<file path="src/rtl/tach_pkg.sv">
package tach_pkg;
   // Word indices: byte offset = 2 * index
   localparam logic [3:0] W_CNT_A  = 4'd0;
   localparam logic [3:0] W_CAP_A  = 4'd1;
   localparam logic [3:0] W_CAP_B  = 4'd2;
   localparam logic [3:0] W_CNT_B  = 4'd3;
   localparam logic [3:0] W_PSC    = 4'd4;
   localparam logic [3:0] W_CLKCTL = 4'd5;
   localparam logic [3:0] W_MODE   = 4'd6;
   localparam logic [3:0] W_PEND   = 4'd7;
   localparam logic [3:0] W_CLR    = 4'd8;
   localparam logic [3:0] W_IEN    = 4'd9;
   localparam logic [3:0] W_CMP_A  = 4'd10;
   localparam logic [3:0] W_CMP_B  = 4'd11;
   localparam logic [3:0] W_CMPCFG = 4'd12;
   localparam logic [3:0] W_SEL_A  = 4'd13;
   localparam logic [3:0] W_SEL_B  = 4'd14;

   localparam int NUM_FLAGS = 6;
   localparam logic [3:0] CLKCTL_MASK = 4'b1001;
   localparam logic [6:0] MODE_MASK   = 7'b1111100;
   localparam logic [6:0] CMPCFG_MASK = 7'b1000100;

   function automatic logic edge_hit(input logic prev, input logic cur,
                                     input logic rise_sel);
      return rise_sel ? (!prev && cur) : (prev && !cur);
   endfunction
endpackage

</file>
<file path="src/rtl/tach_prescaler.sv">
module tach_prescaler #(
   parameter int PSC_W = 8
) (
   input  logic             clk,
   input  logic             rst_n,
   input  logic             run,
   input  logic [PSC_W-1:0] div,
   output logic             tick
);
   logic [PSC_W-1:0] div_q;

   assign tick = run && (div_q >= div);

   always_ff @(posedge clk or negedge rst_n) begin
      if (!rst_n)       div_q <= '0;
      else if (!run)    div_q <= '0;
      else if (tick)    div_q <= '0;
      else              div_q <= div_q + 1'b1;
   end

   AST_TICK_GAP: assert property (@(posedge clk) disable iff (!rst_n)
      (tick && div != '0) |=> (!tick || div == '0));
endmodule

</file>
<file path="src/rtl/tach_fan_sync.sv">
module tach_fan_sync #(
   parameter int NUM_FANS    = 16,
   parameter int SYNC_STAGES = 2
) (
   input  logic                clk,
   input  logic                rst_n,
   input  logic [NUM_FANS-1:0] pins,
   output logic [NUM_FANS-1:0] pins_sync
);
   logic [NUM_FANS-1:0] stg_q [SYNC_STAGES];

   if (SYNC_STAGES < 2) begin : g_bad_depth
      $error("tach_fan_sync: SYNC_STAGES must be at least 2");
   end

   always_ff @(posedge clk or negedge rst_n) begin
      if (!rst_n) begin
         for (int i = 0; i < SYNC_STAGES; i++) stg_q[i] <= '0;
      end else begin
         stg_q[0] <= pins;
         for (int i = 1; i < SYNC_STAGES; i++) stg_q[i] <= stg_q[i-1];
      end
   end

   assign pins_sync = stg_q[SYNC_STAGES-1];
endmodule

</file>
<file path="src/rtl/tach_edge_pick.sv">
module tach_edge_pick #(
   parameter int NUM_FANS = 16,
   parameter int SEL_W    = 4
) (
   input  logic                clk,
   input  logic                rst_n,
   input  logic [NUM_FANS-1:0] pins_sync,
   input  logic [SEL_W-1:0]    sel,
   input  logic                rise_sel,
   output logic                hit
);
   logic cur, prev_q;

   if ((1 << SEL_W) == NUM_FANS) begin : g_pow2
      assign cur = pins_sync[sel];
   end else begin : g_guard
      assign cur = (int'(sel) < NUM_FANS) ? pins_sync[sel] : 1'b0;
   end

   always_ff @(posedge clk or negedge rst_n) begin
      if (!rst_n) prev_q <= 1'b0;
      else        prev_q <= cur;
   end

   assign hit = tach_pkg::edge_hit(prev_q, cur, rise_sel);
endmodule

</file>
<file path="src/rtl/tach_channel.sv">
module tach_channel #(
   parameter int CNT_W = 16
) (
   input  logic             clk,
   input  logic             rst_n,
   input  logic             run,
   input  logic             tick,
   input  logic             arm,
   input  logic             hit,
   input  logic             cmp_en,
   input  logic [CNT_W-1:0] cmp_val,
   input  logic             ld,
   input  logic [CNT_W-1:0] ld_val,
   input  logic             reload,
   output logic [CNT_W-1:0] cnt,
   output logic [CNT_W-1:0] cap,
   output logic             cap_evt,
   output logic             to_evt
);
   localparam logic [CNT_W-1:0] FULL = '1;
   logic [CNT_W-1:0] cnt_q, cap_q;

   assign cap_evt = arm && run && hit;
   assign to_evt  = cmp_en && run && (cnt_q == cmp_val);

   always_ff @(posedge clk or negedge rst_n) begin
      if (!rst_n)                               cnt_q <= FULL;
      else if (ld)                              cnt_q <= ld_val;
      else if (reload)                          cnt_q <= FULL;
      else if (run && tick && cnt_q != '0)      cnt_q <= cnt_q - 1'b1;
   end

   always_ff @(posedge clk or negedge rst_n) begin
      if (!rst_n)        cap_q <= '0;
      else if (cap_evt)  cap_q <= cnt_q;
   end

   assign cnt = cnt_q;
   assign cap = cap_q;

   AST_ZERO_HOLD: assert property (@(posedge clk) disable iff (!rst_n)
      (cnt_q == '0 && !ld && !reload) |=> cnt_q == '0);
   AST_RELOAD_FULL: assert property (@(posedge clk) disable iff (!rst_n)
      (reload && !ld) |=> cnt_q == FULL);
   AST_IDLE_HOLD: assert property (@(posedge clk) disable iff (!rst_n)
      (!run && !ld && !reload) |=> $stable(cnt_q));
   AST_CAP_VALUE: assert property (@(posedge clk) disable iff (!rst_n)
      cap_evt |=> cap_q == $past(cnt_q));
endmodule

</file>
<file path="src/rtl/tach_capture_timer.sv">
module tach_capture_timer #(
   parameter int CNT_W       = 16,
   parameter int PSC_W       = 8,
   parameter int NUM_FANS    = 16,
   parameter int SYNC_STAGES = 2,
   parameter int DATA_W      = 16
) (
   input  logic                clk,
   input  logic                rst_n,
   input  logic                bus_sel,
   input  logic                bus_wr,
   input  logic [4:0]          bus_addr,
   input  logic [DATA_W-1:0]   bus_wdata,
   output logic [DATA_W-1:0]   bus_rdata,
   input  logic [NUM_FANS-1:0] fan_pins,
   output logic                irq
);
   import tach_pkg::*;

   localparam int NCH   = 2;
   localparam int SEL_W = (NUM_FANS > 1) ? $clog2(NUM_FANS) : 1;

   if (CNT_W > DATA_W || DATA_W < 8 || PSC_W < 1 || PSC_W > DATA_W)
   begin : g_bad_width
      $error("tach_capture_timer: inconsistent width parameters");
   end
   if (NUM_FANS < 2 || SEL_W > 8) begin : g_bad_fans
      $error("tach_capture_timer: NUM_FANS out of range");
   end

   // register state
   logic [PSC_W-1:0]     psc_q;
   logic [3:0]           clkctl_q;
   logic [6:0]           mode_q;
   logic [6:0]           cmpcfg_q;
   logic [NUM_FLAGS-1:0] pend_q, ien_q;
   logic [CNT_W-1:0]     cmp_q [NCH];
   logic [SEL_W-1:0]     sel_q [NCH];

   logic       wsel;
   logic [3:0] widx;
   assign wsel = bus_sel && bus_wr;
   assign widx = bus_addr[4:1];

   logic wr_clr, wr_ien;
   assign wr_clr = wsel && widx == W_CLR;
   assign wr_ien = wsel && widx == W_IEN;

   always_ff @(posedge clk or negedge rst_n) begin
      if (!rst_n) begin
         psc_q    <= '0;
         clkctl_q <= '0;
         mode_q   <= '0;
         cmpcfg_q <= '0;
         ien_q    <= '0;
         for (int c = 0; c < NCH; c++) begin
            cmp_q[c] <= '0;
            sel_q[c] <= '0;
         end
      end else if (wsel) begin
         case (widx)
            W_PSC:    psc_q    <= bus_wdata[PSC_W-1:0];
            W_CLKCTL: clkctl_q <= bus_wdata[3:0] & CLKCTL_MASK;
            W_MODE:   mode_q   <= bus_wdata[6:0] & MODE_MASK;
            W_CMPCFG: cmpcfg_q <= bus_wdata[6:0] & CMPCFG_MASK;
            W_IEN:    ien_q    <= bus_wdata[NUM_FLAGS-1:0];
            W_CMP_A:  cmp_q[0] <= bus_wdata[CNT_W-1:0];
            W_CMP_B:  cmp_q[1] <= bus_wdata[CNT_W-1:0];
            W_SEL_A:  sel_q[0] <= bus_wdata[SEL_W-1:0];
            W_SEL_B:  sel_q[1] <= bus_wdata[SEL_W-1:0];
            default: ;
         endcase
      end
   end

   // prescaled tick shared by both channels
   logic run_any, tick;
   assign run_any = clkctl_q[0] || clkctl_q[3];

   tach_prescaler #(.PSC_W(PSC_W)) u_psc (
      .clk(clk), .rst_n(rst_n), .run(run_any), .div(psc_q), .tick(tick)
   );

   logic [NUM_FANS-1:0] pins_sync;
   tach_fan_sync #(.NUM_FANS(NUM_FANS), .SYNC_STAGES(SYNC_STAGES)) u_sync (
      .clk(clk), .rst_n(rst_n), .pins(fan_pins), .pins_sync(pins_sync)
   );

   logic [CNT_W-1:0] cnt_w [NCH];
   logic [CNT_W-1:0] cap_w [NCH];
   logic [NCH-1:0]   cap_evt, to_evt;

   for (genvar c = 0; c < NCH; c++) begin : g_ch
      localparam logic [3:0] MY_CNT = (c == 0) ? W_CNT_A : W_CNT_B;
      logic hit, run_c, ld_c;

      assign run_c = clkctl_q[3*c];
      assign ld_c  = wsel && widx == MY_CNT;

      tach_edge_pick #(.NUM_FANS(NUM_FANS), .SEL_W(SEL_W)) u_edge (
         .clk(clk), .rst_n(rst_n), .pins_sync(pins_sync), .sel(sel_q[c]),
         .rise_sel(mode_q[3+c]), .hit(hit)
      );

      tach_channel #(.CNT_W(CNT_W)) u_chan (
         .clk(clk), .rst_n(rst_n), .run(run_c), .tick(tick),
         .arm(mode_q[2] && mode_q[5+c]), .hit(hit),
         .cmp_en(cmpcfg_q[2+4*c]), .cmp_val(cmp_q[c]),
         .ld(ld_c), .ld_val(bus_wdata[CNT_W-1:0]),
         .reload(wr_clr && bus_wdata[c]),
         .cnt(cnt_w[c]), .cap(cap_w[c]),
         .cap_evt(cap_evt[c]), .to_evt(to_evt[c])
      );
   end

   // pending flags: set wins over a simultaneous clear
   logic [NUM_FLAGS-1:0] set_mask, clr_mask;
   assign set_mask = {to_evt[1], to_evt[0], 2'b00, cap_evt[1], cap_evt[0]};
   assign clr_mask = wr_clr ? bus_wdata[NUM_FLAGS-1:0] : '0;

   always_ff @(posedge clk or negedge rst_n) begin
      if (!rst_n) pend_q <= '0;
      else        pend_q <= (pend_q & ~clr_mask) | set_mask;
   end

   assign irq = |(pend_q & ien_q);

   // read path
   always_comb begin
      bus_rdata = '0;
      if (bus_sel && !bus_wr) begin
         case (bus_addr[4:1])
            W_CNT_A:  bus_rdata[CNT_W-1:0] = cnt_w[0];
            W_CNT_B:  bus_rdata[CNT_W-1:0] = cnt_w[1];
            W_CAP_A:  bus_rdata[CNT_W-1:0] = cap_w[0];
            W_CAP_B:  bus_rdata[CNT_W-1:0] = cap_w[1];
            W_CMP_A:  bus_rdata[CNT_W-1:0] = cmp_q[0];
            W_CMP_B:  bus_rdata[CNT_W-1:0] = cmp_q[1];
            W_PSC:    bus_rdata[PSC_W-1:0] = psc_q;
            W_CLKCTL: bus_rdata[3:0]       = clkctl_q;
            W_MODE:   bus_rdata[6:0]       = mode_q;
            W_CMPCFG: bus_rdata[6:0]       = cmpcfg_q;
            W_PEND:   bus_rdata[NUM_FLAGS-1:0] = pend_q;
            W_IEN:    bus_rdata[NUM_FLAGS-1:0] = ien_q;
            W_SEL_A:  bus_rdata[SEL_W-1:0] = sel_q[0];
            W_SEL_B:  bus_rdata[SEL_W-1:0] = sel_q[1];
            default:  bus_rdata = '0;
         endcase
      end
   end

   AST_CAP_FLAG: assert property (@(posedge clk) disable iff (!rst_n)
      cap_evt[0] |=> pend_q[0]);
   AST_W1C: assert property (@(posedge clk) disable iff (!rst_n)
      (wr_clr && bus_wdata[1] && !cap_evt[1]) |=> !pend_q[1]);
   AST_IEN_KEEP: assert property (@(posedge clk) disable iff (!rst_n)
      !wr_ien |=> $stable(ien_q));
endmodule

</file>
<file path="config.mk">
export PLATFORM = sky130hd
export DESIGN_NAME = tach_capture_timer
export DESIGN_NICKNAME = d
export VERILOG_FILES = /design/src/rtl/tach_pkg.sv /design/src/rtl/tach_prescaler.sv /design/src/rtl/tach_fan_sync.sv /design/src/rtl/tach_edge_pick.sv /design/src/rtl/tach_channel.sv /design/src/rtl/tach_capture_timer.sv
export SDC_FILE = /design/constraint.sdc
export NUM_CORES = 1
export LEC_CHECK = 0
export BUFFER_PORTS_ARGS = -buffer_cell sky130_fd_sc_hd__buf_4
export CORE_ASPECT_RATIO = 2
export CORE_UTILIZATION = 40
export CTS_BUF_LIST = sky130_fd_sc_hd__clkbuf_8
export CTS_CLUSTER_DIAMETER = 60
export DETAILED_ROUTE_END_ITERATION = 10
export PLACE_DENSITY = 0.55
export SLEW_MARGIN = 20
export SYNTH_ARGS = -nofsm -noshare
export SYNTH_HDL_FRONTEND = slang
export SYNTH_SLANG_ARGS = --single-unit
</file>
<file path="constraint.sdc">
create_clock -name clk -period 2.9 [get_ports clk]
set_input_delay 0.29 -clock clk [delete_from_list [all_inputs] [get_ports clk]]
set_output_delay 0.29 -clock clk [all_outputs]
set_load 0.03 [all_outputs]
</file>
**After elaboration in Yosys (flattened, before gate mapping)**

Index checks and enable logic that the tools add are counted.

- Output and inout bits: 17
- Logic and storage cells: 113
- Input port bits: 41
- Bits in registers: 175

- Muxes and demuxes: 21
- Add/sub/neg operators: 3
- Magnitude comparators: 3
- Bitwise logic cells: 4
- Eq/ne operators: 16
- Reduce and logical (&&, ||, !) cells: 47

Operator list:

| operator | number |
|---|---|
| 2-to-1 mux 16 bit | 7 |
| one-hot mux 4 bit (14 select lines) | 1 |
| one-hot mux 8 bit (6 select lines) | 1 |
| equality test 16 bit | 2 |
| nonzero test 16 bit | 2 |
| subtractor 16 x 1 -> 16 bit (second input constant) | 2 |
| equality test 4 bit (second input constant) | 7 |
| logical AND 1 bit | 26 |
| one-hot mux 2 bit (10 select lines) | 1 |
| AND reduction 2 bit | 9 |
| equality test 4 x 3 -> 1 bit (second input constant) | 4 |
| 2-to-1 mux 8 bit | 2 |
| bitwise AND 6 bit | 2 |
| < comparator 4 x 5 -> 1 bit (second input constant) | 2 |
| one-hot mux 1 bit (9 select lines) | 1 |
| adder 8 x 1 -> 8 bit (second input constant) | 1 |
| binary-select mux 1 bit (select 4 bit) | 2 |
| equality test 4 x 2 -> 1 bit (second input constant) | 2 |
| >= comparator 8 bit | 1 |
| one-hot mux 1 bit (7 select lines) | 1 |
| 2-to-1 mux 6 bit | 1 |
| NOT 6 bit | 1 |
| bitwise OR 6 bit | 1 |
| nonzero test 3 bit | 2 |
| 6 further kinds | 13 |

**Logic depth before layout (Yosys ltp)**

Gate-level depths: netlist (run 1).

- Word-level depth: 7
- Gate-level depth with buffers: 10
- Mapped depth without buffers: 8

**Modules after synthesis**

From an unflattened synthesis (run 1), not the netlist that was laid out.

- Cell total of the unflattened synthesis: 908
- Area total of the unflattened synthesis: 10119.7 um^2

By module, submodules not included:

| module | area an instance (um^2) | times used | cells each | seq. area each (um^2) |
|---|---|---|---|---|
| tach_capture_timer | 4240.3 | 1 | 371 | 1726.7 |
| tach_channel | 2015.7 | 2 | 206 | 820.8 |
| tach_fan_sync | 920.9 | 1 | 48 | 800.8 |
| tach_prescaler | 576.8 | 1 | 59 | 200.2 |
| tach_edge_pick | 175.2 | 2 | 9 | 25.0 |

**Least setup slack after synthesis (run 1)**

OpenSTA, ideal clock, no wires.

- Kind: input port to output port
- Start: input port bus_addr[3]
- End: output port bus_rdata[3]
- Stages: 6
- Data arrival time: 2.076 ns
- Path buffers: 3
- Data required time: 2.610 ns
- Slack: 0.534 ns
- Cells stage by stage: clkbuf_1 -> clkbuf_1 -> clkbuf_1 -> a31oi_1 -> o32a_1 -> a31oi_1

- Cells in the longest elaborated chain, start to end: 3
- Elaborated cells between the ends (all ways): 16
- Classes of those cells: eq/ne: 13; mux: 2; reduce/logical: 1

Ends and longest elaborated chain:

| item | line | source |
|---|---|---|
| start, declared | tach_capture_timer.sv:12 | `input logic [4:0] bus_addr,` |
| equality test 4 bit (tied with other cells) | tach_capture_timer.sv:132 | `case (bus_addr[4:1])` |
| one-hot mux 4 bit (14 select lines) * | tach_capture_timer.sv:132 |  |
| 2-to-1 mux 16 bit * | tach_capture_timer.sv:131 | `if (bus_sel && !bus_wr) begin` |
| end, declared | tach_capture_timer.sv:14 | `output logic [DATA_W-1:0] bus_rdata,` |

Every way passes the cells marked *; elsewhere a longest branch is shown, timed or not.

**Final worst setup path (run 1)**

- Start: register u_psc.div_q[2]
- End: register u_psc.div_q[3]

- Cells in the longest elaborated chain, start to end: 4
- Elaborated cells between the ends (all ways): 5
- Classes of those cells: add/sub: 1; order compare: 1; mux: 2; reduce/logical: 1

Ends and longest elaborated chain:

| item | line | source |
|---|---|---|
| start, declared | tach_prescaler.sv:10 | `logic [PSC_W-1:0] div_q;` |
| start signal, assigned | tach_prescaler.sv:18 | `else div_q <= div_q + 1'b1;` |
| >= comparator 8 bit | tach_prescaler.sv:12 | `assign tick = run && (div_q >= div);` |
| logical AND 1 bit | tach_prescaler.sv:12 |  |
| 2-to-1 mux 8 bit * | tach_prescaler.sv:17 | `else if (tick) div_q <= '0;` |
| 2-to-1 mux 8 bit * | tach_prescaler.sv:16 | `else if (!run) div_q <= '0;` |

Marked as above.
A chain may end at the register's enable or synchronous reset.

==> qor.yml, run 1 <==
hold_path:
  hold_class: "primary input to flip-flop"
sta:
  finClkSkew_ns: 0.0193
  fin_crit_sh: 0.924
  setup_tns_ns: 0
  grt_setup_unrepaired: "false"
  maxClockFrequency_ghz: 0.373
  period_minus_slack_ns: 2.68
  worst_slew_pin_slew_ns: 0.734
  slew_headroom: 0.506
  setup_viol: 0
  hold_viol: 0
  final_max_slew_viol_count: 0
die:
  fp.coreArea_mm2: 0.0228
  std_cell_rows: 78
  initial_core_util: 0.409
  die_area_mm2: 0.0240
  die_h_um: 218
  die_x_um: 110
  pin_count: 58
setup_path:
  cp.arrival_ns: 3.10
  crit_required_ns: 3.32
  cp_slowest_cell: "and2_1"
  path_class: "flip-flop to flip-flop"
  cp-end-kind: "flip-flop"
  path_delay_family: "compound AO/OA/AOI/OAI gates"
  critPathMaxStageDelay_ns: 0.53
  cp-start-kind: "flip-flop"
  cp_cell_sequence: "ha_1, o21a_1, o21ai_0, a221o_1, and2_1, o21ai_1, nor2_1"
  worstPathMaxFanout: 8
  cp.buffers_inverters: 0
final_layout:
  antennaDiodeCount: 0
  nets: 982
  design_area_mm2: 0.0107
  fillers: 2239
  synthToLayoutAreaGrowth_pct: 14.9
  layout-drive-gt1-share: 0.290
  multi_input_area_mm2: 0.00461
  seqCellArea_mm2: 0.00442
clocking:
  clock_latency_ns: 0.50
  hold_buffers: 17
  cts_max_level: 4
  cts_tree: "yes"
  clock-sinks: 175
  cts_buffer_depth: 2
  cts_resized: 0
  clock-root-buffer: "clkbuf_8"
  post_cts_buffers: 0
  cts_buffers: 17
  clkSlewWorstSetupHoldPaths_ns: 0.09
drt:
  wl_per_cell_um: 24.8
  vias: 7274
  drt_iter0_drc: 439
  remaining_drc_errors: 0
  vias_per_cell: 5.96
  drt.antenna.violating_nets: 0
  first_pass_iters: 5
  drt-total-wl_mm: 30.3
logic_synthesis:
  syn_nets: 910
  yosys_warnings: 0
  synth_top_flop_cell: "dfrtp_1"
  ys_top_cells_by_area: "dfrtp_1, mux2_2, dfstp_2"
  ys_ff_latch: 175
  async_flop_share: 1.00
  synthesis.area_mm2: 0.00934
  ys_seq_area_frac: 0.473
  synth_top_area_frac: 0.383
  netlist_instances: 856
  ys_types: 70
  yosysTopAreaCell: "dfrtp_1"
  synth_edf_count: 0
  syn_avg_cell_area_um2: 10.9
power_and_ir_drop:
  pwr_density_cell_mw_per_mm2: 653
  total_leakage_power_uw: 0.00459
  ir_worst_vdd_mv: 0.405
  power_uw: 7000
flow_run:
  cap_violations: 0
global_routing:
  antenna_found_initial: 0
  grt_overflow_total: 0
  grt_pass1_wl_mm: 46.0
  grt_pass1_vias: 7490
  grt_start_max_net_pins: 67
  grt_util_all_layers: 0.272
placed_design:
  place_hpwl_mm: 22.5
  port_buffers: 56
  placed_area_mm2: 0.0102
  place_congestion: 0.962
run_status:
  outcome: "finished, final reports clean"
==> state kept, by name, summed over array words and instances (netlist names) <==
signal / cells
pend_q: 6
clkctl_q: 2
sel_q: 8
g_ch.u_edge.prev_q: 2
u_sync.stg_q: 16
cmpcfg_q: 2
u_psc.div_q: 8
cmp_q: 32
g_ch.u_chan.cnt: 32
psc_q: 8
u_sync.pins_sync: 16
g_ch.u_chan.cap: 32
ien_q: 6
mode_q: 5
==> tightest hold or removal path, cell delays in order <==
cell and delay, ns:
buf_4 0.14, nor2_1 0.10, a21oi_1 0.05
==> per-stage QoR <==
step | instances | utilization | setup WS [ns] | hold slack, ns
after floorplan | 856 | - | 0.534 | -0.00559
after global placement | 1172 | 0.446 | 0.240 | 0.301
after detailed placement | 1172 | 0.446 | 0.227 | 0.303
after CTS | 1220 | 0.470 | 0.224 | 0.0456
after global routing | 1220 | 0.470 | 0.00896 | 0.0678
final | 1220 | 0.470 | 0.220 | 0.0876
==> logic make-up (layout without fill, tap and decap cells) <==
family / Yosys count / in the layout / synth area share
AOI/OAI and AO/OA: 196 / 196 / 0.149
buffers and inverters: 80 / 164 / 0.0347
adders and majority gates: 13 / 13 / 0.0174
xor gates and xnor gates: 42 / 42 / 0.0394
and+or+nand+nor: 222 / 222 / 0.118
muxes: 128 / 128 / 0.169
DFF: 175 / 175 / 0.473
==> synth_stat cells, types with 7 or more instances <==
library cell,n
mux2_4,18
mux2i_1,22
nand2_1,36
nor2_1,71
nand2b_1,11
nand3_1,18
and3_1,8
o22ai_1,14
a21oi_1,24
o21ai_0,28
nor4_1,11
o2bb2ai_1,16
xor2_1,34
dfrtp_1,143
a31oi_1,27
and2_1,7
dfstp_2,32
nor3_1,28
mux2_2,79
xnor2_1,8
mux4_2,8
a22oi_1,29
ha_1,13
clkbuf_1,45
inv_1,22
==> per-layer routing <==
layer  global-route usage  wire, um  vias up
met3               0.0469      1100       92
li1                     -         -     3291
met2                0.468     15800      240
met4                0.210      2460        0
met1                0.286     11000     3651
met5                    0         0        -
==> path summary, 6_finish.rpt <==
check | startpoint | end | slack (ns) | depth (start not counted)
max | u_psc.div_q[2]$_DFF_PN0_ | u_psc.div_q[3]$_DFF_PN0_ | 0.22 | 7
max in group asynchronous | rst_n | g_ch[0].u_chan.cnt[8]$_DFFE_PN1P_ | 1.62 | 3
min in group asynchronous | rst_n | cmp_q[16]$_DFFE_PN0P_ | 0.33 | 2
min | bus_wdata[12] | g_ch[0].u_chan.cnt[12]$_DFFE_PN1P_ | 0.09 | 3
min reg2reg | u_sync.stg_q[18]$_DFF_PN0_ | u_sync.pins_sync[2]$_DFF_PN0_ | 0.35 | 0
max reg2reg | u_psc.div_q[2]$_DFF_PN0_ | u_psc.div_q[3]$_DFF_PN0_ | 0.22 | 7
==> area by class of cell <==
type / count / share of cell area
inverter: 22 / 0.00770
timing repair buffer: 111 / 0.0832
tap: 280 / 0.0327
multi-input combinational: 601 / 0.430
sequential: 175 / 0.412
clock buffer: 20 / 0.0257
clock inverter: 11 / 0.00863
==> power by group <==
group / total, uW / switching [uW] / internal (uW)
registers: 3680 / 694 / 2990
clock network: 1660 / 928 / 735
logic: 1660 / 818 / 837
==> placed cells by master (no fill, tap or decap), types with 6 or more instances in the layout <==
cell / instances
a21oi_1: 24
a22oi_1: 29
a31oi_1: 27
and2_1: 7
and3_1: 8
buf_4: 92
clkbuf_8: 20
dfrtp_1: 143
dfstp_2: 32
dlygate4sd3_1: 17
ha_1: 13
inv_1: 24
mux2_2: 79
mux2_4: 18
mux2i_1: 22
mux4_2: 8
nand2_1: 36
nand2b_1: 11
nand3_1: 18
nor2_1: 71
nor3_1: 25
nor3b_1: 6
nor4_1: 11
o21ai_0: 28
o22ai_1: 14
o2bb2ai_1: 16
xnor2_1: 8
xor2_1: 34
Power figures use the tool's default switching activity.
==> run 2, diff against run 1 <==
--- a/config.mk
+++ b/config.mk
@@ -12,6 +12,7 @@
 export CTS_CLUSTER_DIAMETER = 60
 export DETAILED_ROUTE_END_ITERATION = 10
 export PLACE_DENSITY = 0.55
+export RECOVER_POWER = 50
 export SLEW_MARGIN = 20
 export SYNTH_ARGS = -nofsm -noshare
 export SYNTH_HDL_FRONTEND = slang
==> run 2 against run 1 <==
Compared with the run above:
- power down 0.15%
- worst hold slack better by 0.0023 ns
- clock power about the same
- sequential cell count unchanged
- non-clock buffer count unchanged
==> qor.yml, run 2 (same netlist as run 1, synthesis figures left out) <==
run_status:
  outcome: "finished, final reports clean"
setup_path:
  r2r_end: "u_psc.div_q[3]$_DFF_PN0_"
  cp.buffers_inverters: 1
  critPathMaxStageDelay_ns: 0.55
  cp_slowest_cell: "a2111oi_0"
  crit_required_ns: 2.61
  cp_cell_sequence: "mux2i_1, o2bb2ai_1, a32oi_1, nor2_1, a2111oi_0, nor2_1, buf_4"
  path_class: "flip-flop to output port"
  cp_common_cell: "nor2_1"
  worstPathMaxFanout: 3
  ff2ff_setup_slack_ns: 0.22
  cp-end-kind: "output port"
  r2r_start: "u_psc.div_q[2]$_DFF_PN0_"
  cp-start-kind: "flip-flop"
  reg2reg_depth: 7
  path_delay_family: "compound AO/OA/AOI/OAI gates"
  cp.arrival_ns: 2.43
power_and_ir_drop:
  pwr_density_cell_mw_per_mm2: 654
  switchingPower_uw: 2430
  combPwrFrac: 0.236
  ir_worst_vdd_mv: 0.406
  pwr-share-clk: 0.237
  power_uw: 6990
  p_int_uw: 4550
  switching_share: 0.348
  total_leakage_power_uw: 0.00456
  p_seq_frac: 0.527
die:
  pin_count: 58
  die_x_um: 110
  initial_core_util: 0.409
  std_cell_rows: 78
  fp.coreArea_mm2: 0.0228
  die_h_um: 218
  die_area_mm2: 0.0240
final_layout:
  seqCellArea_mm2: 0.00442
  antennaDiodeCount: 0
  fillers: 2248
  final_cell_mix: "dfrtp_1, mux2_2, nor2_1, buf_4, nand2_1"
  layout-drive-gt1-share: 0.286
  final_util: 0.468
  multi_input_area_mm2: 0.00461
  layout_commonest_cell: "dfrtp_1"
  nets: 982
  synthToLayoutAreaGrowth_pct: 14.5
drt:
  vias_per_cell: 5.97
  vias: 7288
  drt-total-wl_mm: 30.2
  wl_per_cell_um: 24.8
  remaining_drc_errors: 0
  top_layer_used: "met4"
  routed-wl-met3_mm: 1.14
  drt-met1-wl_mm: 10.8
  drt.antenna.violating_nets: 0
  drt_iter0_drc: 455
  dr_wl_met2_mm: 15.8
  first_pass_iters: 5
clocking:
  post_cts_buffers: 0
  clkSlewWorstSetupHoldPaths_ns: 0.09
  cts_buffers: 17
  hold_buffers: 17
  cts_resized: 0
  clock_latency_ns: 0.50
  clock-root-buffer: "clkbuf_8"
  cts_max_level: 4
  clock-sinks: 175
  cts_buffer_depth: 2
  cts_tree: "yes"
sta:
  grt_setup_unrepaired: "false"
  period_minus_slack_ns: 2.72
  worst_slew_pin_slew_ns: 1.47
  hold_viol: 0
  fin_crit_sh: 0.938
  setup_tns_ns: 0
  setup_viol: 0
  slew_headroom: 0.0174
  maxClockFrequency_ghz: 0.368
  final_max_slew_viol_count: 0
  finClkSkew_ns: 0.0197
hold_path:
  worstHoldEndpoint: "g_ch[0].u_chan.cnt[12]$_DFFE_PN1P_"
  hold_class: "primary input to flip-flop"
  holdPathStages: 3
  hold_start: "bus_wdata[12]"
placed_design:
  port_buffers: 56
  place_hpwl_mm: 22.5
  place_congestion: 0.962
global_routing:
  grt_pass1_vias: 7490
  grt_util_all_layers: 0.272
  antenna_found_initial: 0
  grt_start_max_net_pins: 67
  grt_overflow_total: 0
  grt_pass1_wl_mm: 46.0
flow_run:
  cap_violations: 0
[run 2: area by class of cell]
type                    instances  share of cell area
clock buffers                  20              0.0257
clock inverters                11             0.00866
inverters                      22             0.00772
multi-input cells             601               0.432
flip-flops and latches        175               0.413
well taps                     280              0.0328
repair buffers                111              0.0801
[run 2: routing by layer]
layer	track usage	up-vias
li1	-	3289
met1	0.286	3671
met2	0.468	234
met3	0.0469	94
met4	0.210	0
met5	0	-
[run 2: power groups by stage]
stage	logic [uW]	registers [uW]	clock network (uW)
final	1650	3680	1660
after global routing	1800	3740	1780
after CTS	1660	3670	1710
after detailed placement	1640	3710	0
after global placement	1620	3710	0
after floorplan	1270	3310	0
[run 2: worst register-to-register path, stage by stage (launching register included)]
cell     delay [ns]
dfrtp_1        0.44
ha_1           0.30
o21a_1         0.18
o21ai_0        0.15
a221o_1        0.47
and2_1         0.53
o21ai_1        0.36
nor2_1         0.18
[run 2: worst max-delay path by stage]
| stage | cells after the start | from | slack (ns) | to |
|---|---|---|---|---|
| finish | 7 | pend_q[4]$_DFF_PN0_ | 0.18 | bus_rdata[4] |
| global route | 7 | u_psc.div_q[2]$_DFF_PN0_ | 0.009 | u_psc.div_q[5]$_DFF_PN0_ |
| CTS | 6 | sel_q[0]$_DFFE_PN0P_ | 0.22 | g_ch[1].u_chan.cap[11]$_DFFE_PN0P_ |
| detailed placement | 6 | sel_q[0]$_DFFE_PN0P_ | 0.23 | g_ch[1].u_chan.cap[11]$_DFFE_PN0P_ |
| global placement | 6 | sel_q[0]$_DFFE_PN0P_ | 0.24 | g_ch[1].u_chan.cap[10]$_DFFE_PN0P_ |
| floorplan | 6 | bus_addr[3] | 0.53 | bus_rdata[3] |
[run 2: metrics by stage]
step | instances | setup WS, ns | instance area (um^2) | hold slack [ns]
after CTS | 1220 | 0.224 | 10700 | 0.0456
final | 1220 | 0.180 | 10700 | 0.0900
after detailed placement | 1172 | 0.227 | 10200 | 0.303
after global routing | 1220 | 0.00896 | 10700 | 0.0678
after floorplan | 856 | 0.534 | 9340 | -0.00559
after global placement | 1172 | 0.240 | 10200 | 0.301
